### src/rtl/vlt_pkg.sv
package vlt_pkg;

    parameter int unsigned VLT_TAG_W = 4;

    typedef logic [VLT_TAG_W-1:0] vlt_tag_t;

    // One in-flight floating-point operation: valid, entry-time mode, tag.
    typedef struct packed {
        logic     vld;
        logic     ext;
        vlt_tag_t tag;
    } vlt_slot_t;

    localparam vlt_slot_t VLT_EMPTY = '{vld: 1'b0, ext: 1'b0, tag: '0};

    function automatic vlt_slot_t vlt_make(input logic v, input logic e, input vlt_tag_t t);
        vlt_slot_t s;
        s.vld = v;
        s.ext = v & e;
        s.tag = t;
        return s;
    endfunction

endpackage

### src/rtl/vfp_pipe.sv
module vfp_pipe
    import vlt_pkg::*;
#(
    parameter int unsigned DEPTH = 4
) (
    input  logic      clk,
    input  logic      rst,
    input  logic      flush,
    input  logic      in_vld,
    input  logic      in_ext,
    input  vlt_tag_t  in_tag,
    output vlt_slot_t fwd_slot,
    output vlt_slot_t late_slot
);
    localparam int unsigned LAST = DEPTH - 1;

    vlt_slot_t stage [DEPTH];
    vlt_slot_t tail;

    always_ff @(posedge clk) begin
        if (rst || flush) stage[0] <= VLT_EMPTY;
        else              stage[0] <= vlt_make(in_vld, in_ext, in_tag);
    end

    generate
        for (genvar g = 1; g < DEPTH; g++) begin : g_stage
            always_ff @(posedge clk) begin
                if (rst || flush) stage[g] <= VLT_EMPTY;
                else              stage[g] <= stage[g-1];
            end
        end
    endgenerate

    // Extra completion stage, populated only by extended-mode entries.
    always_ff @(posedge clk) begin
        if (rst || flush) tail <= VLT_EMPTY;
        else              tail <= vlt_make(stage[LAST].vld & stage[LAST].ext, 1'b1, stage[LAST].tag);
    end

    assign fwd_slot  = stage[LAST];
    assign late_slot = tail;

endmodule

### src/rtl/vsi_path.sv
module vsi_path
    import vlt_pkg::*;
(
    input  logic     clk,
    input  logic     rst,
    input  logic     flush,
    input  logic     in_vld,
    input  logic     in_serial,
    input  vlt_tag_t in_tag,
    input  logic     oldest,
    output logic     ready,
    output logic     done_vld,
    output vlt_tag_t done_tag
);
    logic     park_vld;
    vlt_tag_t park_tag;

    always_ff @(posedge clk) begin
        if (rst || flush) begin
            park_vld <= 1'b0;
            park_tag <= '0;
            done_vld <= 1'b0;
            done_tag <= '0;
        end else begin
            done_vld <= 1'b0;
            if (park_vld) begin
                if (oldest) begin
                    done_vld <= 1'b1;
                    done_tag <= park_tag;
                    park_vld <= 1'b0;
                end
            end else if (in_vld) begin
                if (in_serial) begin
                    park_vld <= 1'b1;
                    park_tag <= in_tag;
                end else begin
                    done_vld <= 1'b1;
                    done_tag <= in_tag;
                end
            end
        end
    end

    assign ready = ~park_vld;

endmodule

### src/rtl/vec_lat_tracker.sv
module vec_lat_tracker
    import vlt_pkg::*;
#(
    parameter int unsigned FWD_STAGES = 4
) (
    input  logic                 clk,
    input  logic                 rst,
    input  logic                 flush,
    input  logic                 compat_mode,
    input  logic                 fp_valid,
    input  logic [VLT_TAG_W-1:0] fp_tag,
    input  logic                 int_valid,
    input  logic                 int_serial,
    input  logic [VLT_TAG_W-1:0] int_tag,
    input  logic                 oldest,
    output logic                 int_ready,
    output logic                 fwd_valid,
    output logic [VLT_TAG_W-1:0] fwd_tag,
    output logic                 cpl_valid,
    output logic [VLT_TAG_W-1:0] cpl_tag,
    output logic                 cplx_valid,
    output logic [VLT_TAG_W-1:0] cplx_tag,
    output logic                 int_done_valid,
    output logic [VLT_TAG_W-1:0] int_done_tag
);
    vlt_slot_t fwd_s;
    vlt_slot_t late_s;

    vfp_pipe #(.DEPTH(FWD_STAGES)) i_fp (
        .clk      (clk),
        .rst      (rst),
        .flush    (flush),
        .in_vld   (fp_valid),
        .in_ext   (compat_mode),
        .in_tag   (fp_tag),
        .fwd_slot (fwd_s),
        .late_slot(late_s)
    );

    vsi_path i_int (
        .clk      (clk),
        .rst      (rst),
        .flush    (flush),
        .in_vld   (int_valid),
        .in_serial(int_serial),
        .in_tag   (int_tag),
        .oldest   (oldest),
        .ready    (int_ready),
        .done_vld (int_done_valid),
        .done_tag (int_done_tag)
    );

    assign fwd_valid  = fwd_s.vld;
    assign fwd_tag    = fwd_s.tag;
    assign cpl_valid  = fwd_s.vld & ~fwd_s.ext;
    assign cpl_tag    = fwd_s.tag;
    assign cplx_valid = late_s.vld;
    assign cplx_tag   = late_s.tag;

endmodule

### config.mk
export PLATFORM = sky130hd
export DESIGN_NAME = vec_lat_tracker
export DESIGN_NICKNAME = d
export VERILOG_FILES = /design/src/rtl/vlt_pkg.sv /design/src/rtl/vfp_pipe.sv /design/src/rtl/vsi_path.sv /design/src/rtl/vec_lat_tracker.sv
export SDC_FILE = /design/constraint.sdc
export NUM_CORES = 1
export LEC_CHECK = 0
export ABC_CLOCK_PERIOD_IN_PS = 1000
export BUFFER_PORTS_ARGS = -buffer_cell sky130_fd_sc_hd__buf_2
export CORE_ASPECT_RATIO = 1.4
export CORE_MARGIN = 3
export CORE_UTILIZATION = 48
export CTS_BUF_LIST = sky130_fd_sc_hd__clkbuf_2 sky130_fd_sc_hd__clkbuf_4 sky130_fd_sc_hd__clkbuf_8
export CTS_CLUSTER_DIAMETER = 120
export CTS_CLUSTER_SIZE = 12
export DETAILED_ROUTE_END_ITERATION = 10
export MAX_ROUTING_LAYER = met4
export PLACE_DENSITY = 0.77
export SYNTH_ARGS = -nofsm -noshare
export SYNTH_HDL_FRONTEND = slang
export SYNTH_HIERARCHICAL = 1
export SYNTH_SLANG_ARGS = --single-unit
### constraint.sdc
create_clock -name clk -period 1 [get_ports clk]
set_input_delay 0.2 -clock clk [delete_from_list [all_inputs] [get_ports clk]]
set_output_delay 0.2 -clock clk [all_outputs]
set_load 0.01 [all_outputs]
After elaboration in Yosys (flattened, before gate mapping) --
Memories as Yosys holds them, arrays and structs flattened. Cells that the tools add are included.
Storage, ports and cells: register bits 15, memory bits (writable) 24, bits of input ports 16, output and inout bits 21, logic and storage cells 41, memories 1
Memory list:
- i_fp.stage | words 4, bits a word 6, rd ports 4, clocked after Yosys merged registers in 0, write ports 4, line vfp_pipe.sv:17 | vlt_slot_t stage [DEPTH];
Cells by class: equality and inequality tests 2, mux-type cells 19, bitwise operators 9, reduce and logical (&&, ||, !) cells 4
Operators by type and width (number):
- 2-to-1 mux 6 bit | 4
- 2-to-1 mux 4 bit | 4
- 2-to-1 mux 1 bit | 11
- AND reduction 3 bit | 2
- OR 1 bit | 4
- AND 1 bit | 3
- != test 2 x 1 -> 1 bit, second input constant | 1
- != test 2 bit, second input constant | 1
- inverter 1 bit | 2
- nonzero test 2 bit | 1
- logical OR 1 bit | 1

Depth between registers and ports, before layout --
Gate-level depths: netlist (run 1).
depth in word-level cells 4, gate-level depth with buffers 4, mapped depth without buffers 3

By module --
Netlist (run 1), hierarchy kept.
By module, submodules not included:
- vfp_pipe | instances 1, cells each 65, area an instance 917.1 um^2, sequential area each 580.6 um^2
- vsi_path | instances 1, cells each 42, area an instance 422.9 um^2, sequential area each 200.2 um^2
- vec_lat_tracker | instances 1, cells each 5, area an instance 43.8 um^2, sequential area each 0.0 um^2

Worst setup path after synthesis (run 1) --
Ideal clock, no wire load.
kind register to register, start point register i_int.park_vld, end point register i_int.done_tag[0], library setup time 0.123 ns, data arrival time 0.867 ns, data required time 0.877 ns, path slack 0.010 ns, stages on the path, launching flop included 4, buffers on the path 0, period minus slack after synthesis 0.990 ns, path through dfxtp_1 -> or3b_4 -> nand3b_1 -> a21oi_1
On the way: word-level cells in the longest chain between the ends 2, elaborated cells on any way between the ends 5, classes of those cells eq/ne: 2; mux: 1; reduce/logical: 2
RTL lines:
- start: declaration | line vsi_path.sv:15 | logic park_vld;
- start signal: assignment | line vsi_path.sv:20 | park_vld <= 1'b0;
- start signal: assignment | line vsi_path.sv:30 | park_vld <= 1'b0;
- start signal: assignment | line vsi_path.sv:34 | park_vld <= 1'b1;
- != test 2 bit (no source line) (tied with other cells)
- AND reduction 3 bit (no source line)
- end signal: assignment | line vsi_path.sv:29 | done_tag <= park_tag;
- end signal: assignment | line vsi_path.sv:38 | done_tag <= in_tag;
- end: declaration | line vsi_path.sv:13 | output vlt_tag_t done_tag
Parallel ways exist; a longest one is shown, timed or not. A chain may end at the register's enable or synchronous reset.

==> results of run 1 <==
-- worst paths after layout --
kind | start | to | slack (ns) | cells after the start
setup reg to reg | i_int/park_vld | i_int/done_tag[0] | -0.07 | 3
hold reg to reg | i_fp/stage[2][3] | i_fp/stage[3][3] | 0.45 | 1
setup / recovery | i_fp/stage[3][5] | cpl_valid | -0.12 | 2
hold / removal | flush | i_fp/stage[0][1] | 0.09 | 2
-- per-stage QoR --
stage / setup slack [ns] / instances / power [mW]
floorplan: 0.0101 / 112 / 1.74
global route: -0.187 / 187 / 2.81
finish: -0.116 / 187 / 2.69
global placement: -0.0111 / 176 / 1.79
detailed placement: -0.0534 / 176 / 1.79
CTS: -0.147 / 185 / 2.72
-- layout make-up --
type / count / share of cell area
Timing Repair Buffer: 44 / 0.193
Tap cell: 36 / 0.0251
Clock buffer: 7 / 0.0362
Clock inverter: 1 / 0.00418
Inverter: 1 / 0.00209
Sequential cell: 39 / 0.446
Multi-Input combinational cell: 59 / 0.293
-- cell families (layout without fill, tap and decap cells) --
| logic type | after synthesis | after routing | synth area share |
|---|---|---|---|
| AOI/OAI and AO/OA | 9 | 9 | 0.0398 |
| buffers and inverters | 14 | 53 | 0.0787 |
| DFF | 39 | 39 | 0.564 |
| and+or+nand+nor | 46 | 46 | 0.288 |
| muxes | 4 | 4 | 0.0289 |
-- sequential cells by signal (all words and copies together), names as in the netlist --
signal	count
i_int/park_vld	1
i_int/done_tag	4
i_fp/late_slot	5
i_int/park_tag	4
i_fp/stage	24
i_int/done_vld	1
-- layer usage --
| metal | vias to the layer above | global-route usage | wire (um) |
|---|---|---|---|
| li1 | 456 | - | - |
| met1 | 436 | 0.176 | 996 |
| met2 | 31 | 0.271 | 1350 |
| met3 | 5 | 0.0645 | 180 |
| met4 | 0 | 0.0787 | 51 |
| met5 | - | - | 0 |
-- report_power, final --
part | leakage [nW] | total [mW] | internal [mW] | switching (mW)
Sequential | 0.322 | 1.58 | 1.57 | 0.0111
Combinational | 0.371 | 0.199 | 0.0991 | 0.0999
Clock | 0.0375 | 0.911 | 0.411 | 0.500
-- Yosys cell counts, types with 2 or more instances --
cell type	n	area share
sky130_fd_sc_hd__dfxtp_1	39	0.56
sky130_fd_sc_hd__nor3b_1	17	0.092
sky130_fd_sc_hd__nor3b_2	11	0.099
sky130_fd_sc_hd__buf_4	6	0.033
sky130_fd_sc_hd__nor2_1	6	0.016
sky130_fd_sc_hd__a21oi_1	5	0.018
sky130_fd_sc_hd__a22oi_1	4	0.022
sky130_fd_sc_hd__buf_6	4	0.033
sky130_fd_sc_hd__mux2i_1	4	0.029
sky130_fd_sc_hd__nand3b_1	4	0.022
sky130_fd_sc_hd__buf_2	3	0.011
sky130_fd_sc_hd__and4bb_2	2	0.018
-- repair_timing --
item                       in CTS  in global routing
pin swaps                       2                  5
gates resized for setup        32                  7
setup endpoints to repair      27                 28
setup buffers                   0                  2
gates cloned                    1                  0
==> impl_table.tex, run 1 <==
\begin{tabular}{lr}
\hline
Metric & Value \\
\hline
\multicolumn{2}{l}{\textbf{Logic synthesis}} \\
Register bit total from synthesis & 39 \\
Primary FF master, synth & sky130\_fd\_sc\_hd\_\_dfxtp\_1 \\
Number of flops mapped to enable cells by yosys & 0 \\
Total standard cell area after synthesis & 1380 um\^{}2 \\
Yosys warning total & 6 \\
Mapped Nets & 128 \\
Sequential area share after synthesis & 0.564 \\
Post-synthesis cell count & 112 \\
Fraction of registers with async set or reset after synthesis & 0 \\
Post-Synthesis Mean Instance Area & 12.4 um\^{}2 \\
Cell variety after synth & 19 \\
\multicolumn{2}{l}{\textbf{Global routing}} \\
Vias in the first global route & 972 \\
Global-route wire length before repair & 4.32 mm \\
Largest net degree at the start of global routing & 19 \\
Total routing usage reported by global routing & 0.168 \\
Global route overflow & 0 \\
Antenna violations before repair & 0 \\
\multicolumn{2}{l}{\textbf{Placement}} \\
Post-detailed-placement cell area & 1550 um\^{}2 \\
Final weighted congestion of routability-driven global placement & 0.645 \\
DP HPWL & 1.56 mm \\
Count of buffers from port buffering & 36 \\
\multicolumn{2}{l}{\textbf{Timing}} \\
Maximum clock rate & 0.896 GHz \\
Max-slew violations & 0 \\
Normalized max-slew margin & 0.792 \\
Setup repair after global routing missed its margin & true \\
Least setup slack across all paths after layout & -0.116 ns \\
Layout Skew & 0.0120 ns \\
Part of the cycle the worst path needs & 1.12 \\
Final period demand of the worst path & 1.12 ns \\
Hold Vio Cnt, Final & 0 \\
Slew of the pin with the lowest slew margin & 0.312 ns \\
Number of setup violations in the final report & 17 \\
Setup tns final & -0.676 ns \\
Tightest hold margin & 0.0867 ns \\
\multicolumn{2}{l}{\textbf{Drt}} \\
Residual DRC & 0 \\
Total Wirelength & 2.58 mm \\
Number of detailed-route iterations in the first pass & 4 \\
Total vias in the final route & 928 \\
Vias per Instance & 4.96 \\
Number of DRC markers after the initial detailed-route iteration & 7 \\
WL per Instance & 13.8 um \\
Number of nets still failing antenna checks after routing & 0 \\
\multicolumn{2}{l}{\textbf{CTS}} \\
Clock tree from TritonCTS & yes \\
Sink Count & 39 \\
Number of levels in the clock H-tree & 2 \\
CTS buffer count & 5 \\
Clock slew seen by the registers of the worst setup and hold paths & 0.11 ns \\
Post-cts hold buffer count & 0 \\
Clock insertion delay at the later pin of the skew report & 0.34 ns \\
Bufs on Longest Clock Path & 2 \\
Root buf cell & sky130\_fd\_sc\_hd\_\_clkbuf\_4 \\
\multicolumn{2}{l}{\textbf{Critical path}} \\
Cell-by-cell listing of the critical path & nor2b\_4, buf\_6 \\
Worst Path Max Fanout & 3 \\
Sum of buffers and inverters on the critical path & 1 \\
Element type at the critical path end & primary output \\
Dominant delay contributor by cell family on the critical path & flip-flops \\
Critical Path Source Type & flip-flop \\
Delay of the slowest cell on the worst path & 0.35 ns \\
Setup Crit Path Kind & reg2out \\
Critical-path top delay cell & sky130\_fd\_sc\_hd\_\_dfxtp\_2 \\
Critical path data arrival time & 0.92 ns \\
Data required time of the worst path & 0.80 ns \\
\multicolumn{2}{l}{\textbf{Layout}} \\
Core utilization of the finished layout & 0.667 \\
Layout net count & 166 \\
Fin area & 1800 um\^{}2 \\
Fill cells & 216 \\
Sequential cell area & 802 um\^{}2 \\
Synthesis-to-layout area growth & 29.9\% \\
Commonest cells after routing, fill and taps aside & 28 x sky130\_fd\_sc\_hd\_\_dfxtp\_1, 22 x sky130\_fd\_sc\_hd\_\_buf\_2, 17 x sky130\_fd\_sc\_hd\_\_nor3b\_1 \\
Fraction of final layout cells sized beyond drive strength 1 & 0.563 \\
Area of the multi-input gates & 527 um\^{}2 \\
Most common library cell in the layout ignoring fill and taps & sky130\_fd\_sc\_hd\_\_dfxtp\_1 \\
Antenna Cells & 0 \\
\multicolumn{2}{l}{\textbf{Power and ir drop}} \\
Max VDD drop & 1150 uV \\
Power density over the cells & 1500 nW/um\^{}2 \\
Leak Pwr & 0.731 nW \\
\multicolumn{2}{l}{\textbf{Floorplan}} \\
Row count & 22 \\
Die Outline Area & 3570 um\^{}2 \\
Chip width & 51.4 um \\
Die height & 69.5 um \\
Effective utilization at floorplan & 0.513 \\
Placeable core area & 2700 um\^{}2 \\
I/O pin cnt & 37 \\
\multicolumn{2}{l}{\textbf{Status}} \\
Status & finished, violations left \\
Failing checks & setup timing \\
\multicolumn{2}{l}{\textbf{Min path}} \\
Worst min-delay path class & in2reg \\
\multicolumn{2}{l}{\textbf{Run}} \\
Number of maximum-capacitance constraint violations & 0 \\
\hline
\end{tabular}
No activity file was read; power rests on OpenSTA's default activity.
==> run 2: changes to the inputs <==
--- a/config.mk
+++ b/config.mk
@@ -18,2 +18,3 @@
 export PLACE_DENSITY = 0.77
+export SKIP_LAST_GASP = 1
 export SYNTH_ARGS = -nofsm -noshare
--- a/constraint.sdc
+++ b/constraint.sdc
@@ -3,2 +3,2 @@
 set_output_delay 0.2 -clock clk [all_outputs]
-set_load 0.01 [all_outputs]
+set_load 0.1 [all_outputs]
==> run 2 against run 1 <==
First-iteration DRC count increased to 2.7 times the previous value. Clock power is 41% higher. Design area rose by 19%. The flow still finishes with violations (setup timing). Core utilization is 13 points higher. Critical path type unchanged. Die area did not move. Worst setup slack got worse by 0.16 ns. Critical endpoint is now int_ready. Total power up 17%. Sequential power about the same.
==> impl_table.tex, run 2 (synthesis results as in run 1) <==
\begin{tabular}{lr}
\hline
Metric & Value \\
\hline
\multicolumn{2}{l}{\textbf{Floorplan}} \\
I/O pin cnt & 37 \\
Die height & 69.5 um \\
Die Outline Area & 3570 um\^{}2 \\
Row count & 22 \\
Chip width & 51.4 um \\
Placeable core area & 2700 um\^{}2 \\
Effective utilization at floorplan & 0.513 \\
\multicolumn{2}{l}{\textbf{Timing}} \\
Normalized max-slew margin & 0.785 \\
Hold Vio Cnt, Final & 0 \\
Least setup slack across all paths after layout & -0.277 ns \\
Layout Skew & 0.0100 ns \\
Part of the cycle the worst path needs & 1.28 \\
Slew of the pin with the lowest slew margin & 0.323 ns \\
Maximum clock rate & 0.783 GHz \\
Setup repair after global routing missed its margin & true \\
Max-slew violations & 0 \\
Setup tns final & -3.19 ns \\
Final period demand of the worst path & 1.28 ns \\
Number of setup violations in the final report & 29 \\
Tightest hold margin & 0.103 ns \\
\multicolumn{2}{l}{\textbf{Min path}} \\
Worst min-delay path class & in2reg \\
Startpoint of the lowest-slack hold path & fp\_tag[1] \\
\multicolumn{2}{l}{\textbf{Placement}} \\
Final weighted congestion of routability-driven global placement & 0.778 \\
DP HPWL & 1.81 mm \\
Count of buffers from port buffering & 36 \\
Post-detailed-placement cell area & 1910 um\^{}2 \\
Pre-CTS setup slack & -0.0456 ns \\
\multicolumn{2}{l}{\textbf{Power and ir drop}} \\
Power density over the cells & 1460 nW/um\^{}2 \\
Max VDD drop & 1380 uV \\
Leak Pwr & 0.845 nW \\
\multicolumn{2}{l}{\textbf{Global routing}} \\
Global route overflow & 0 \\
Largest net degree at the start of global routing & 16 \\
Global-route wire length before repair & 4.53 mm \\
Vias in the first global route & 977 \\
Total routing usage reported by global routing & 0.175 \\
Antenna violations before repair & 0 \\
\multicolumn{2}{l}{\textbf{Critical path}} \\
Worst Path Max Fanout & 2 \\
Element type at the critical path end & primary output \\
CP startpoint & i\_int/park\_vld \\
R2r startpoint & i\_int/park\_vld \\
Dominant delay contributor by cell family on the critical path & buffers and inverters \\
Setup Crit Path Kind & reg2out \\
Critical-path top delay cell & sky130\_fd\_sc\_hd\_\_dfxtp\_2 \\
Cell-by-cell listing of the critical path & buf\_6, clkinvlp\_4, buf\_12 \\
Sum of buffers and inverters on the critical path & 3 \\
Data required time of the worst path & 0.80 ns \\
Delay of the slowest cell on the worst path & 0.36 ns \\
Critical Path Source Type & flip-flop \\
Critical path data arrival time & 1.08 ns \\
\multicolumn{2}{l}{\textbf{Layout}} \\
Fin area & 2150 um\^{}2 \\
Layout net count & 174 \\
Fraction of final layout cells sized beyond drive strength 1 & 0.635 \\
Synthesis-to-layout area growth & 55.2\% \\
Register with the most flip-flops & i\_fp/stage \\
Commonest cells after routing, fill and taps aside & 23 x sky130\_fd\_sc\_hd\_\_dfxtp\_1, 22 x sky130\_fd\_sc\_hd\_\_buf\_12, 17 x sky130\_fd\_sc\_hd\_\_nor3b\_1 \\
Most common library cell in the layout ignoring fill and taps & sky130\_fd\_sc\_hd\_\_dfxtp\_1 \\
Antenna Cells & 0 \\
Number of flip-flops in the largest register & 24 \\
\multicolumn{2}{l}{\textbf{CTS}} \\
Sink Count & 39 \\
Root buf cell & sky130\_fd\_sc\_hd\_\_clkbuf\_4 \\
CTS buffer count & 5 \\
Clock tree from TritonCTS & yes \\
Clock insertion delay at the later pin of the skew report & 0.34 ns \\
Clock slew seen by the registers of the worst setup and hold paths & 0.10 ns \\
Number of levels in the clock H-tree & 2 \\
Post-cts hold buffer count & 0 \\
Bufs on Longest Clock Path & 2 \\
\multicolumn{2}{l}{\textbf{Drt}} \\
Total vias in the final route & 997 \\
Residual DRC & 0 \\
Number of detailed-route iterations in the first pass & 5 \\
WL per Instance & 15.4 um \\
Number of nets still failing antenna checks after routing & 0 \\
Total Wirelength & 3.01 mm \\
Vias per Instance & 5.11 \\
Number of DRC markers after the initial detailed-route iteration & 19 \\
\multicolumn{2}{l}{\textbf{Status}} \\
Status & finished, violations left \\
Failing checks & setup timing \\
\multicolumn{2}{l}{\textbf{Run}} \\
Number of maximum-capacitance constraint violations & 0 \\
\hline
\end{tabular}
-- run 2: cell count changes in the layout (fill, tap and decap cells not counted), moves of 3 or more --
cell                      delta
sky130_fd_sc_hd__buf_12     +21
sky130_fd_sc_hd__buf_2       -6
sky130_fd_sc_hd__buf_4       +6
sky130_fd_sc_hd__buf_6      -13
sky130_fd_sc_hd__dfxtp_1     -5
sky130_fd_sc_hd__dfxtp_2     +3
-- run 2: worst paths after layout --
path	to	slack, ns	cells after the start
worst min-delay path	i_fp/stage[0][1]	0.10	2
worst min register to register	i_fp/stage[3][5]	0.45	1
worst max register to register	i_int/done_tag[0]	-0.18	4
worst max-delay path	int_ready	-0.28	3
-- run 2: layer usage --
layer | wire [um] | up-vias | global-route usage
met5 | 0 | - | -
met4 | 63 | 0 | 0.0641
met3 | 164 | 6 | 0.0516
met2 | 1700 | 42 | 0.309
met1 | 1080 | 474 | 0.177
li1 | - | 475 | -
-- run 2: repair_timing --
item / CTS / global route
buffers inserted: 5 / 4
gates resized for setup: 12 / 3
cloned: 1 / 0
endpoints found under the hold margin: 0 / 0
pin swaps: 5 / 6
setup endpoints to repair: 26 / 30
-- run 2: where the power goes --
part | internal [mW] | switching, mW
combinational | 0.126 | 0.159
sequential | 1.56 | 0.0126
clock | 0.807 | 0.475
-- run 2: area by class of cell --
type / count / area, um^2
flip-flops and latches: 39 / 813
repair buffers: 52 / 637
fillers: 156 / 551
multi-input cells: 59 / 539
clock inverters: 2 / 60.1
clock buffers: 6 / 45.0
well taps: 36 / 45.0
inverters: 1 / 7.51
-- run 2: stage by stage --
| stage | std cells | utilization | power, mW |
|---|---|---|---|
| after floorplan | 112 | - | 1.77 |
| after global placement | 177 | 0.709 | 1.85 |
| after detailed placement | 177 | 0.709 | 1.86 |
| after CTS | 191 | 0.781 | 3.17 |
| after global routing | 195 | 0.796 | 3.27 |
| final | 195 | 0.796 | 3.14 |
==> run 3: changes to the inputs <==
RECOVER_POWER = 100   (was unset)
==> run 3 against run 2 <==
The run still ends with setup timing left. First-iteration DRC count down 32%. Clock skew down 0.00066 ns. Combinational power down 4%. Count of clock-buffer cells in the layout unchanged. Total power down 0.31%. Via count down 0.40%. Clock power about the same. Hold slack about the same. Maximum frequency up 0.17%. Worst setup slack better by 0.0022 ns. Critical endpoint unchanged.
==> impl_table.tex, run 3 (synthesis results as in run 1) <==
\begin{tabular}{lr}
\hline
Metric & Value \\
\hline
\multicolumn{2}{l}{\textbf{Critical path}} \\
Critical-path top delay cell & sky130\_fd\_sc\_hd\_\_dfxtp\_2 \\
Worst Path Max Fanout & 2 \\
Cell-by-cell listing of the critical path & buf\_6, clkinvlp\_4, buf\_12 \\
Dominant delay contributor by cell family on the critical path & buffers and inverters \\
Critical path data arrival time & 1.07 ns \\
Critical Path Source Type & flip-flop \\
Setup Crit Path Kind & reg2out \\
Data required time of the worst path & 0.80 ns \\
Delay of the slowest cell on the worst path & 0.36 ns \\
Sum of buffers and inverters on the critical path & 3 \\
Element type at the critical path end & primary output \\
\multicolumn{2}{l}{\textbf{Power and ir drop}} \\
Proportion of total power due to net switching & 0.205 \\
Power share of the sequential group & 0.503 \\
Max VDD drop & 1380 uV \\
Sw power & 644 uW \\
Power density over the cells & 1490 nW/um\^{}2 \\
Part of the total power dissipated in combinational logic & 0.088 \\
Internal power component & 2.49 mW \\
Total power consumption of the routed design & 3.14 mW \\
Clock group share of total power & 0.409 \\
Leak Pwr & 0.824 nW \\
\multicolumn{2}{l}{\textbf{Global routing}} \\
Vias in the first global route & 977 \\
Antenna violations before repair & 0 \\
Global-route wire length before repair & 4.53 mm \\
Total routing usage reported by global routing & 0.175 \\
Largest net degree at the start of global routing & 16 \\
Global route overflow & 0 \\
\multicolumn{2}{l}{\textbf{Status}} \\
Status & finished, violations left \\
Failing checks & setup timing \\
\multicolumn{2}{l}{\textbf{Timing}} \\
Hold Vio Cnt, Final & 0 \\
Max-slew violations & 0 \\
Maximum clock rate & 0.785 GHz \\
Final period demand of the worst path & 1.27 ns \\
Tightest hold margin & 0.103 ns \\
Number of setup violations in the final report & 29 \\
Slew of the pin with the lowest slew margin & 0.732 ns \\
Setup repair after global routing missed its margin & true \\
Layout Skew & 0.00934 ns \\
Normalized max-slew margin & 0.512 \\
Least setup slack across all paths after layout & -0.274 ns \\
Part of the cycle the worst path needs & 1.27 \\
\multicolumn{2}{l}{\textbf{Layout}} \\
Core utilization of the finished layout & 0.781 \\
Final non-filler cell total & 195 \\
Fill cells & 162 \\
Area of the multi-input gates & 509 um\^{}2 \\
Antenna Cells & 0 \\
Fin area & 2110 um\^{}2 \\
Layout net count & 174 \\
Register with the most flip-flops & i\_fp/stage \\
Fraction of final layout cells sized beyond drive strength 1 & 0.572 \\
Sequential cell area & 813 um\^{}2 \\
Synthesis-to-layout area growth & 52.3\% \\
Number of flip-flops in the largest register & 24 \\
Commonest cells after routing, fill and taps aside & 23 x sky130\_fd\_sc\_hd\_\_nor3b\_1, 23 x sky130\_fd\_sc\_hd\_\_dfxtp\_1, 22 x sky130\_fd\_sc\_hd\_\_buf\_12 \\
\multicolumn{2}{l}{\textbf{Drt}} \\
Residual DRC & 0 \\
Number of nets still failing antenna checks after routing & 0 \\
Vias per Instance & 5.09 \\
WL per Instance & 15.5 um \\
Total Wirelength & 3.03 mm \\
Number of DRC markers after the initial detailed-route iteration & 13 \\
Number of detailed-route iterations in the first pass & 5 \\
Total vias in the final route & 993 \\
\multicolumn{2}{l}{\textbf{CTS}} \\
Bufs on Longest Clock Path & 2 \\
Number of levels in the clock H-tree & 2 \\
Clock tree from TritonCTS & yes \\
Post-cts hold buffer count & 0 \\
Root buf cell & sky130\_fd\_sc\_hd\_\_clkbuf\_4 \\
Clock insertion delay at the later pin of the skew report & 0.34 ns \\
CTS buffer count & 5 \\
Sink Count & 39 \\
Clock slew seen by the registers of the worst setup and hold paths & 0.11 ns \\
\multicolumn{2}{l}{\textbf{Placement}} \\
Post-detailed-placement cell area & 1910 um\^{}2 \\
DP HPWL & 1.81 mm \\
Final weighted congestion of routability-driven global placement & 0.778 \\
Post-placement cell count & 177 \\
Count of buffers from port buffering & 36 \\
\multicolumn{2}{l}{\textbf{Floorplan}} \\
Die Outline Area & 3570 um\^{}2 \\
Effective utilization at floorplan & 0.513 \\
Placeable core area & 2700 um\^{}2 \\
Row count & 22 \\
Die height & 69.5 um \\
Chip width & 51.4 um \\
I/O pin cnt & 37 \\
\multicolumn{2}{l}{\textbf{Min path}} \\
Worst min-delay path class & in2reg \\
\multicolumn{2}{l}{\textbf{Run}} \\
Number of maximum-capacitance constraint violations & 0 \\
\hline
\end{tabular}
-- run 3: what timing repair did --
item                       4_1_cts  5_1_grt
setup endpoints to repair       26       30
resized for setup               12        3
gates cloned                     1        0
setup buffers                    5        4
pin swaps                        5        6
-- run 3: area by class of cell --
class	instances	share of cell area
clock buffers	6	0.0214
clock inverters	2	0.0285
inverters	1	0.00356
multi-input cells	59	0.242
flip-flops and latches	39	0.386
well taps	36	0.0214
repair buffers	52	0.298
-- run 3: worst paths after layout --
check / from / cells past startpoint / endpoint / slack, ns
worst max register to register: i_int/park_vld / 4 / i_int/done_tag[0] / -0.18
worst min-delay path: fp_tag[2] / 2 / i_fp/stage[0][2] / 0.10
worst min register to register: i_fp/stage[2][5] / 1 / i_fp/stage[3][5] / 0.45
worst max-delay path: i_int/park_vld / 3 / int_ready / -0.27
-- run 3: metrics by stage --
stage / TNS (ns) / worst slack [ns]
after floorplan: -0.328 / -0.313
after global placement: 0 / 0.00536
after detailed placement: -0.108 / -0.0456
after CTS: -3.40 / -0.257
after global routing: -4.59 / -0.321
final: -3.16 / -0.274
-- run 3: worst register-to-register path, cell delays in order, from the launching register on --
cell                       delay (ns)
sky130_fd_sc_hd__dfxtp_2         0.34
sky130_fd_sc_hd__buf_6           0.13
sky130_fd_sc_hd__or3b_4          0.39
sky130_fd_sc_hd__nand3b_1        0.12
sky130_fd_sc_hd__a21oi_1         0.08
-- run 3: power groups by stage --
stage	combinational (mW)	clock [mW]	sequential [mW]
2_1_floorplan	0.126	0	1.65
3_3_place_gp	0.239	0	1.61
3_5_place_dp	0.246	0	1.61
4_1_cts	0.269	1.32	1.58
5_1_grt	0.293	1.39	1.58
6_report	0.275	1.28	1.58
-- run 3: routing by layer --
layer	vias up	wire [um]	global-route usage
li1	472	-	-
met1	480	1130	0.177
met2	35	1700	0.309
met3	6	137	0.0516
met4	0	61	0.0641
met5	-	0	-
